==> config.mk <==
export PLATFORM = sky130hd
export DESIGN_NAME = two_stage_watchdog
export DESIGN_NICKNAME = d
export VERILOG_FILES = /design/src/rtl/wd_pkg.sv /design/src/rtl/wd_prescaler.sv /design/src/rtl/wd_downcounter.sv /design/src/rtl/two_stage_watchdog.sv
export SDC_FILE = /design/constraint.sdc
export NUM_CORES = 1
export LEC_CHECK = 0
export BUFFER_PORTS_ARGS = -buffer_cell sky130_fd_sc_hd__buf_2
export CAP_MARGIN = 0
export CORE_MARGIN = 2
export CORE_UTILIZATION = 29
export DETAILED_ROUTE_END_ITERATION = 6
export PLACE_DENSITY = 0.42
export SYNTH_ARGS = -nofsm -noshare
export SYNTH_HDL_FRONTEND = slang
export SYNTH_HIERARCHICAL = 1
export SYNTH_SLANG_ARGS = --single-unit
==> constraint.sdc <==
create_clock -name clk -period 9.9 [get_ports clk]
set_input_delay 1.98 -clock clk [delete_from_list [all_inputs] [get_ports clk]]
set_output_delay 1.98 -clock clk [all_outputs]
set_load 0.05 [all_outputs]
==> src/rtl/wd_pkg.sv <==
package wd_pkg;
    localparam logic [5:0] A_RLD_L  = 6'h00;
    localparam logic [5:0] A_RLD_H  = 6'h01;
    localparam logic [5:0] A_DIN    = 6'h02;
    localparam logic [5:0] A_DOUT   = 6'h03;
    localparam logic [5:0] A_ST1_L  = 6'h04;
    localparam logic [5:0] A_ST1_H  = 6'h05;
    localparam logic [5:0] A_ST2_L  = 6'h06;
    localparam logic [5:0] A_ST2_H  = 6'h07;
    localparam logic [5:0] A_CTL1_L = 6'h08;
    localparam logic [5:0] A_CTL1_H = 6'h09;
    localparam logic [5:0] A_CTL2_L = 6'h0A;
    localparam logic [5:0] A_CTL2_H = 6'h0B;
    localparam logic [5:0] A_MSG1   = 6'h0C;
    localparam logic [5:0] A_MSG2   = 6'h0D;
    localparam logic [5:0] A_WDCNT  = 6'h0E;
    localparam logic [5:0] A_SWIRQ  = 6'h10;
    localparam logic [5:0] A_TMO_L  = 6'h12;
    localparam logic [5:0] A_TMO_H  = 6'h13;

    // status bit positions within the low byte
    localparam int B_SMI  = 1;
    localparam int B_INT  = 2;
    localparam int B_TMO  = 3;
    localparam int B_SEC  = 1;
    localparam int B_BOOT = 2;
    // halt bit of control 1 (bit 11 -> bit 3 of the high byte)
    localparam int B_HALT = 11;

    localparam logic [15:0] CTL2_RST  = 16'h0008;
    localparam logic [7:0]  SWIRQ_RST = 8'h03;
    localparam int          TMO_RST   = 4;
endpackage

==> src/rtl/wd_prescaler.sv <==
module wd_prescaler #(
    parameter int TICK_DIV = 1000
) (
    input  logic clk,
    input  logic rst_n,
    input  logic clear,
    input  logic hold,
    output logic tick
);
    localparam int PW = (TICK_DIV > 1) ? $clog2(TICK_DIV) : 1;
    localparam logic [PW-1:0] LAST = PW'(TICK_DIV - 1);

    logic [PW-1:0] pre_d, pre_q;

    always_comb begin
        tick  = !clear && !hold && (pre_q == LAST);
        pre_d = pre_q;
        if (clear)           pre_d = '0;
        else if (hold)       pre_d = pre_q;
        else if (pre_q == LAST) pre_d = '0;
        else                 pre_d = pre_q + 1'b1;
    end

    always_ff @(posedge clk) begin
        if (!rst_n) pre_q <= '0;
        else        pre_q <= pre_d;
    end
endmodule

==> src/rtl/wd_downcounter.sv <==
module wd_downcounter #(
    parameter int CNT_W = 10
) (
    input  logic             clk,
    input  logic             rst_n,
    input  logic             load,
    input  logic [CNT_W-1:0] load_val,
    input  logic             tick,
    input  logic             run,
    output logic [CNT_W-1:0] count,
    output logic             expire
);
    localparam logic [CNT_W-1:0] ONE = CNT_W'(1);

    logic [CNT_W-1:0] cnt_d, cnt_q;

    always_comb begin
        expire = !load && tick && run && (cnt_q == ONE);
        cnt_d  = cnt_q;
        if (load)                              cnt_d = load_val;
        else if (expire)                       cnt_d = load_val;
        else if (tick && run && cnt_q != '0)   cnt_d = cnt_q - 1'b1;
    end

    always_ff @(posedge clk) begin
        if (!rst_n) cnt_q <= '0;
        else        cnt_q <= cnt_d;
    end

    assign count = cnt_q;


    reload_load_chk: assert property (@(posedge clk) disable iff (!rst_n)
        load |=> (cnt_q == $past(load_val)));


    halt_hold_chk: assert property (@(posedge clk) disable iff (!rst_n)
        (!run && !load) |=> $stable(cnt_q));
endmodule

==> src/rtl/two_stage_watchdog.sv <==
module two_stage_watchdog #(
    parameter int TICK_DIV = 1000,
    parameter int CNT_W    = 10
) (
    input  logic       clk,
    input  logic       rst_n,
    input  logic [5:0] bus_addr,
    input  logic       bus_wr,
    input  logic [7:0] bus_wdata,
    output logic [7:0] bus_rdata,
    input  logic       no_reboot,
    output logic       reset_req
);
    import wd_pkg::*;

    typedef struct packed {
        logic [CNT_W-1:0] tmo;
        logic [7:0]       din;
        logic [7:0]       dout;
        logic             st1_tmo;
        logic             st1_smi;
        logic             st1_int;
        logic             st2_sec;
        logic             st2_boot;
        logic [15:0]      ctl1;
        logic [15:0]      ctl2;
        logic [7:0]       msg1;
        logic [7:0]       msg2;
        logic [7:0]       wdcnt;
        logic [7:0]       swirq;
        logic             rst_req;
    } regs_t;

    localparam regs_t REGS_RST = '{
        tmo: CNT_W'(TMO_RST), din: '0, dout: '0,
        st1_tmo: 1'b0, st1_smi: 1'b0, st1_int: 1'b0,
        st2_sec: 1'b0, st2_boot: 1'b0,
        ctl1: '0, ctl2: CTL2_RST, msg1: '0, msg2: '0,
        wdcnt: '0, swirq: SWIRQ_RST, rst_req: 1'b0};

    regs_t            r_d, r_q;
    logic             load, tick, expire, halted;
    logic [CNT_W-1:0] count;
    logic [15:0]      tmo_wide;

    assign halted = r_q.ctl1[B_HALT];

    wd_prescaler #(.TICK_DIV(TICK_DIV)) i_pre (
        .clk(clk), .rst_n(rst_n), .clear(load), .hold(halted), .tick(tick));

    wd_downcounter #(.CNT_W(CNT_W)) i_cnt (
        .clk(clk), .rst_n(rst_n), .load(load), .load_val(r_q.tmo),
        .tick(tick), .run(!halted), .count(count), .expire(expire));

    always_comb begin
        r_d         = r_q;
        r_d.rst_req = 1'b0;
        load        = 1'b0;
        tmo_wide    = 16'(r_q.tmo);
        if (bus_wr) begin
            case (bus_addr)
                A_RLD_L, A_RLD_H: load = 1'b1;
                A_DIN:    begin r_d.din  = bus_wdata; r_d.st1_smi = 1'b1; end
                A_DOUT:   begin r_d.dout = bus_wdata; r_d.st1_int = 1'b1; end
                A_ST1_L: begin
                    if (bus_wdata[B_TMO]) r_d.st1_tmo = 1'b0;
                    if (bus_wdata[B_SMI]) r_d.st1_smi = 1'b0;
                    if (bus_wdata[B_INT]) r_d.st1_int = 1'b0;
                end
                A_ST2_L: begin
                    if (bus_wdata[B_SEC])  r_d.st2_sec  = 1'b0;
                    if (bus_wdata[B_BOOT]) r_d.st2_boot = 1'b0;
                end
                A_CTL1_L: r_d.ctl1[7:0]  = bus_wdata;
                A_CTL1_H: r_d.ctl1[15:8] = bus_wdata;
                A_CTL2_L: r_d.ctl2[7:0]  = bus_wdata;
                A_CTL2_H: r_d.ctl2[15:8] = bus_wdata;
                A_MSG1:   r_d.msg1  = bus_wdata;
                A_MSG2:   r_d.msg2  = bus_wdata;
                A_WDCNT:  r_d.wdcnt = bus_wdata;
                A_SWIRQ:  r_d.swirq = bus_wdata;
                A_TMO_L: begin
                    tmo_wide[7:0] = bus_wdata;
                    r_d.tmo = tmo_wide[CNT_W-1:0];
                end
                A_TMO_H: begin
                    tmo_wide[15:8] = bus_wdata;
                    r_d.tmo = tmo_wide[CNT_W-1:0];
                end
                default: ;
            endcase
        end
        // an expiry takes priority over a clear in the same cycle
        if (expire) begin
            r_d.st1_tmo = 1'b1;
            if (r_q.st1_tmo) begin
                r_d.st2_sec  = 1'b1;
                r_d.st2_boot = 1'b1;
                r_d.rst_req  = !no_reboot;
            end
        end
    end

    always_ff @(posedge clk) begin
        if (!rst_n) r_q <= REGS_RST;
        else        r_q <= r_d;
    end

    assign reset_req = r_q.rst_req;

    always_comb begin
        case (bus_addr)
            A_RLD_L:  bus_rdata = count[7:0];
            A_RLD_H:  bus_rdata = 8'(count >> 8);
            A_DIN:    bus_rdata = r_q.din;
            A_DOUT:   bus_rdata = r_q.dout;
            A_ST1_L:  bus_rdata = {4'b0, r_q.st1_tmo, r_q.st1_int, r_q.st1_smi, 1'b0};
            A_ST2_L:  bus_rdata = {5'b0, r_q.st2_boot, r_q.st2_sec, 1'b0};
            A_CTL1_L: bus_rdata = r_q.ctl1[7:0];
            A_CTL1_H: bus_rdata = r_q.ctl1[15:8];
            A_CTL2_L: bus_rdata = r_q.ctl2[7:0];
            A_CTL2_H: bus_rdata = r_q.ctl2[15:8];
            A_MSG1:   bus_rdata = r_q.msg1;
            A_MSG2:   bus_rdata = r_q.msg2;
            A_WDCNT:  bus_rdata = r_q.wdcnt;
            A_SWIRQ:  bus_rdata = r_q.swirq;
            A_TMO_L:  bus_rdata = r_q.tmo[7:0];
            A_TMO_H:  bus_rdata = 8'(r_q.tmo >> 8);
            default:  bus_rdata = 8'h00;
        endcase
    end


    reset_gate_chk: assert property (@(posedge clk) disable iff (!rst_n)
        reset_req |-> (r_q.st2_sec && !$past(no_reboot)));


    second_needs_first_chk: assert property (@(posedge clk) disable iff (!rst_n)
        $rose(r_q.st2_sec) |-> $past(r_q.st1_tmo));


    first_flag_on_expiry_chk: assert property (@(posedge clk) disable iff (!rst_n)
        expire |=> r_q.st1_tmo);
endmodule

==> flow_summary.ini <==
[placement]
pre_cts_ws_ns = 3.50
io_buffers = 26
gp_congestion = 0.798
hpwl_mm = 13.0

[detailed_routing]
vias = 4880
drt_iter0_drc = 304
antenna_left = 0
via_per_inst = 5.24
wl_per_cell_um = 20.5
drc_errors = 0
firstDrtPassIters = 7
routed_wl_mm = 19.1

[global_routing]
grt_pass1_vias = 4957
grt_max_degree = 102
grt.total_usage_pct = 18.4
grt_first_pass_wirelength_mm = 30.2
overflow = 0
grt_antenna_before_repair = 0

[logic_synthesis]
async_flop_share_pct = 0
netlist_area_mm2 = 0.00598
synthFlopType = dfxtp_1
synth-seq-cells = 116
ys_seq_area_share_pct = 38.8
avgSynthCellArea_um2 = 9.20
synth_edf_count = 0
netlist_instances = 650
synth_cell_type_count = 73
synth_warnings = 6
synth_nets = 671

[worst_setup_path]
crit_arrival_ns = 4.46
path_buf_inv = 2
end_kind = output port
critical_path.top_delay_family = simple AND/OR/NAND/NOR gates
critPathMaxFanout = 24
required_ns = 7.92
critPathSlowestCell = nor2b_1
start_kind = primary input
critPathKind = in -> out
crit_path_frequent_cell = buf_2
cpPeakStageDelay_ns = 0.74
path_cells = buf_2, nor2b_1, and3_1, a2111oi_0, nand4_1, buf_2

[sta]
tightestPinTransition_ns = 0.956
finalHoldViolCount = 0
finClkSkew_ns = 0.00702
final.min_clock_period_ns = 6.44
max-slew-margin-rel_pct = 36.2
grt_setup_unrepaired = no
setup_tns_ns = 0
fmax_ghz = 0.155
worst_slack_ns = 3.46
post-route-period-util_pct = 65.0
slew_violations = 0
finalSetupViolCount = 0

[clocking]
clk_pin_slew_worst_paths_ns = 0.06
cts_buffers = 17
postCtsHoldBufs = 0
cts_max_level = 4
cts_resized = 0
cts_max_path_buffers = 2
tritoncts = done
clockRootBuffer = clkbuf_16
postCtsSetupBuffers = 0
cts_num_sinks = 116
clock_latency_ns = 0.42

[layout]
layout-drive-gt1-share_pct = 13.0
n_fill_cell = 2100
ff_latch_area_mm2 = 0.00232
multi_input_area_mm2 = 0.00340
areaGrowthSynthToFinish_pct = 14.1
antennaDiodeCount = 0
final_nets = 669
final_core_util_pct = 33.7

[job]
max_cap_violations = 0

[worst_hold_path]
hold_path.class = reg -> reg

[pwr]
p_seq_share_pct = 41.2
pwr-share-clk_pct = 53.5
p_leak_nw = 2.71
max-vdd-ir-drop_mv = 0.104
pwr-share-comb_pct = 5.3
netSwitchingFraction_pct = 24.9
p_sw_mw = 0.286
power.density_mw_per_mm2 = 168
power.internal_mw = 0.861

[floorplanning]
start_util_pct = 29.6
rows = 52
pin_count = 27
die_h_um = 148
dieWidth_um = 148
core_mm2 = 0.0202
fp.dieArea_mm2 = 0.0218

[outcome]
status = finished, final reports clean
[metrics by stage]
step	hold WS, ns	std cells	power, mW	area [µm²]
6_report	0.466	931	1.15	6830
5_1_grt	0.485	931	1.19	6830
4_1_cts	0.469	931	1.16	6830
3_5_place_dp	0.459	899	0.544	6240
3_3_place_gp	0.454	899	0.544	6240
2_1_floorplan	0.437	650	0.524	5980
[cell type report]
class,instances,share of cell area [%]
Inverter,8,0.440
Clock buffer,18,6.29
Tap cell,270,4.95
Multi-Input combinational cell,476,49.8
Clock inverter,14,2.27
Sequential cell,116,34.0
Timing Repair Buffer,29,2.24
[power groups by stage]
stage	clock (mW)	combinational [mW]	sequential (mW)
after global routing	0.650	0.0662	0.473
after detailed placement	0	0.0616	0.483
after floorplan	0	0.0425	0.482
final	0.613	0.0614	0.472
after CTS	0.626	0.0619	0.472
after global placement	0	0.0613	0.483
[cell families (layout without fill, tap and decap cells)]
kind of cell / Yosys count / after routing / share of synthesized area, %
mux: 82 / 82 / 13.9
flops: 116 / 116 / 38.8
buf+inv: 58 / 69 / 4.33
compound gates: 97 / 97 / 13.2
fa+ha+maj: 3 / 3 / 0.628
simple gates: 284 / 284 / 27.6
xor+xnor: 10 / 10 / 1.46
[state kept, by name, indices dropped and copies added (netlist names)]
signal / count
r_q: 94
i_cnt/count: 10
i_pre/pre_q: 10
halted: 1
reset_req: 1
[cell usage after synthesis, types with 2 or more instances]
master     count  area, µm²
a2111oi_0      6       52.6
a211oi_1       2       15.0
a21bo_2        2       20.0
a21boi_0      37        278
a21oi_1        3       15.0
a222oi_1       2       20.0
a22oi_1        7       52.6
a311oi_1       2       17.5
a32oi_1        2       17.5
and2_1         6       37.5
and3_1        22        138
and4b_1        2       20.0
buf_1          2       7.51
buf_2          9       45.0
buf_6          4       45.0
clkbuf_1      35        131
dfxtp_1      116       2320
ha_1           3       37.5
inv_1          8       30.0
mux2_2         7       78.8
mux2i_1       74        741
nand2_1       46        173
nand2b_1       2       12.5
nand3_1       60        300
nand4_1        9       56.3
nand4b_1       2       17.5
nor2_1        24       90.1
nor2b_1       59        369
nor3_1        18       90.1
nor4_1         3       18.8
nor4b_1        4       35.0
nor4b_4        3       71.3
o21a_1         3       22.5
o21ai_0        3       15.0
o21ai_1        2       10.0
o221a_1        2       22.5
o2bb2ai_1      6       52.6
o311a_1        3       30.0
or3_1          5       31.3
or3b_2         2       17.5
or4_4          2       22.5
or4b_1         2       20.0
xnor2_1        6       52.6
xor2_1         4       35.0
[worst min-delay path, cell delays in order (launching register included)]
cell	delay, ns
dfxtp_1	0.31
nand2_1	0.05
a21boi_0	0.06
[per-layer routing]
metal  vias to the layer above  routed length, µm  GRT usage [%]
li1                       2354                  -              -
met1                      2395               9230           25.2
met2                       105               8760           28.6
met3                        26                672           3.58
met4                         0                450           6.97
met5                         -                  0              0
[placed cells by master (no fill, tap or decap), types with 4 or more instances in the layout]
| master | n |
|---|---|
| inv_1 | 8 |
| and2_1 | 6 |
| nand2_1 | 46 |
| mux2i_1 | 74 |
| a22oi_1 | 7 |
| xor2_1 | 4 |
| buf_2 | 26 |
| dfxtp_1 | 116 |
| mux2_2 | 7 |
| nand3_1 | 60 |
| nor2b_1 | 59 |
| a21boi_0 | 37 |
| or3_1 | 5 |
| nand4_1 | 9 |
| nor3_1 | 18 |
| xnor2_1 | 6 |
| nor4b_1 | 4 |
| and3_1 | 22 |
| clkinv_4 | 5 |
| nor2_1 | 24 |
| o2bb2ai_1 | 6 |
| clkbuf_16 | 17 |
| a2111oi_0 | 6 |
[final timing paths]
check                   end  cells after the start  slack (ns)            from
max reg2reg  i_cnt/count[3]                      7        7.10  i_pre/pre_q[6]
min reg2reg         r_q[70]                      2        0.47         r_q[70]
max            bus_rdata[3]                      6        3.46     bus_addr[3]
min                 r_q[70]                      2        0.47         r_q[70]
Note: power is estimated with default switching activity, not from simulation.
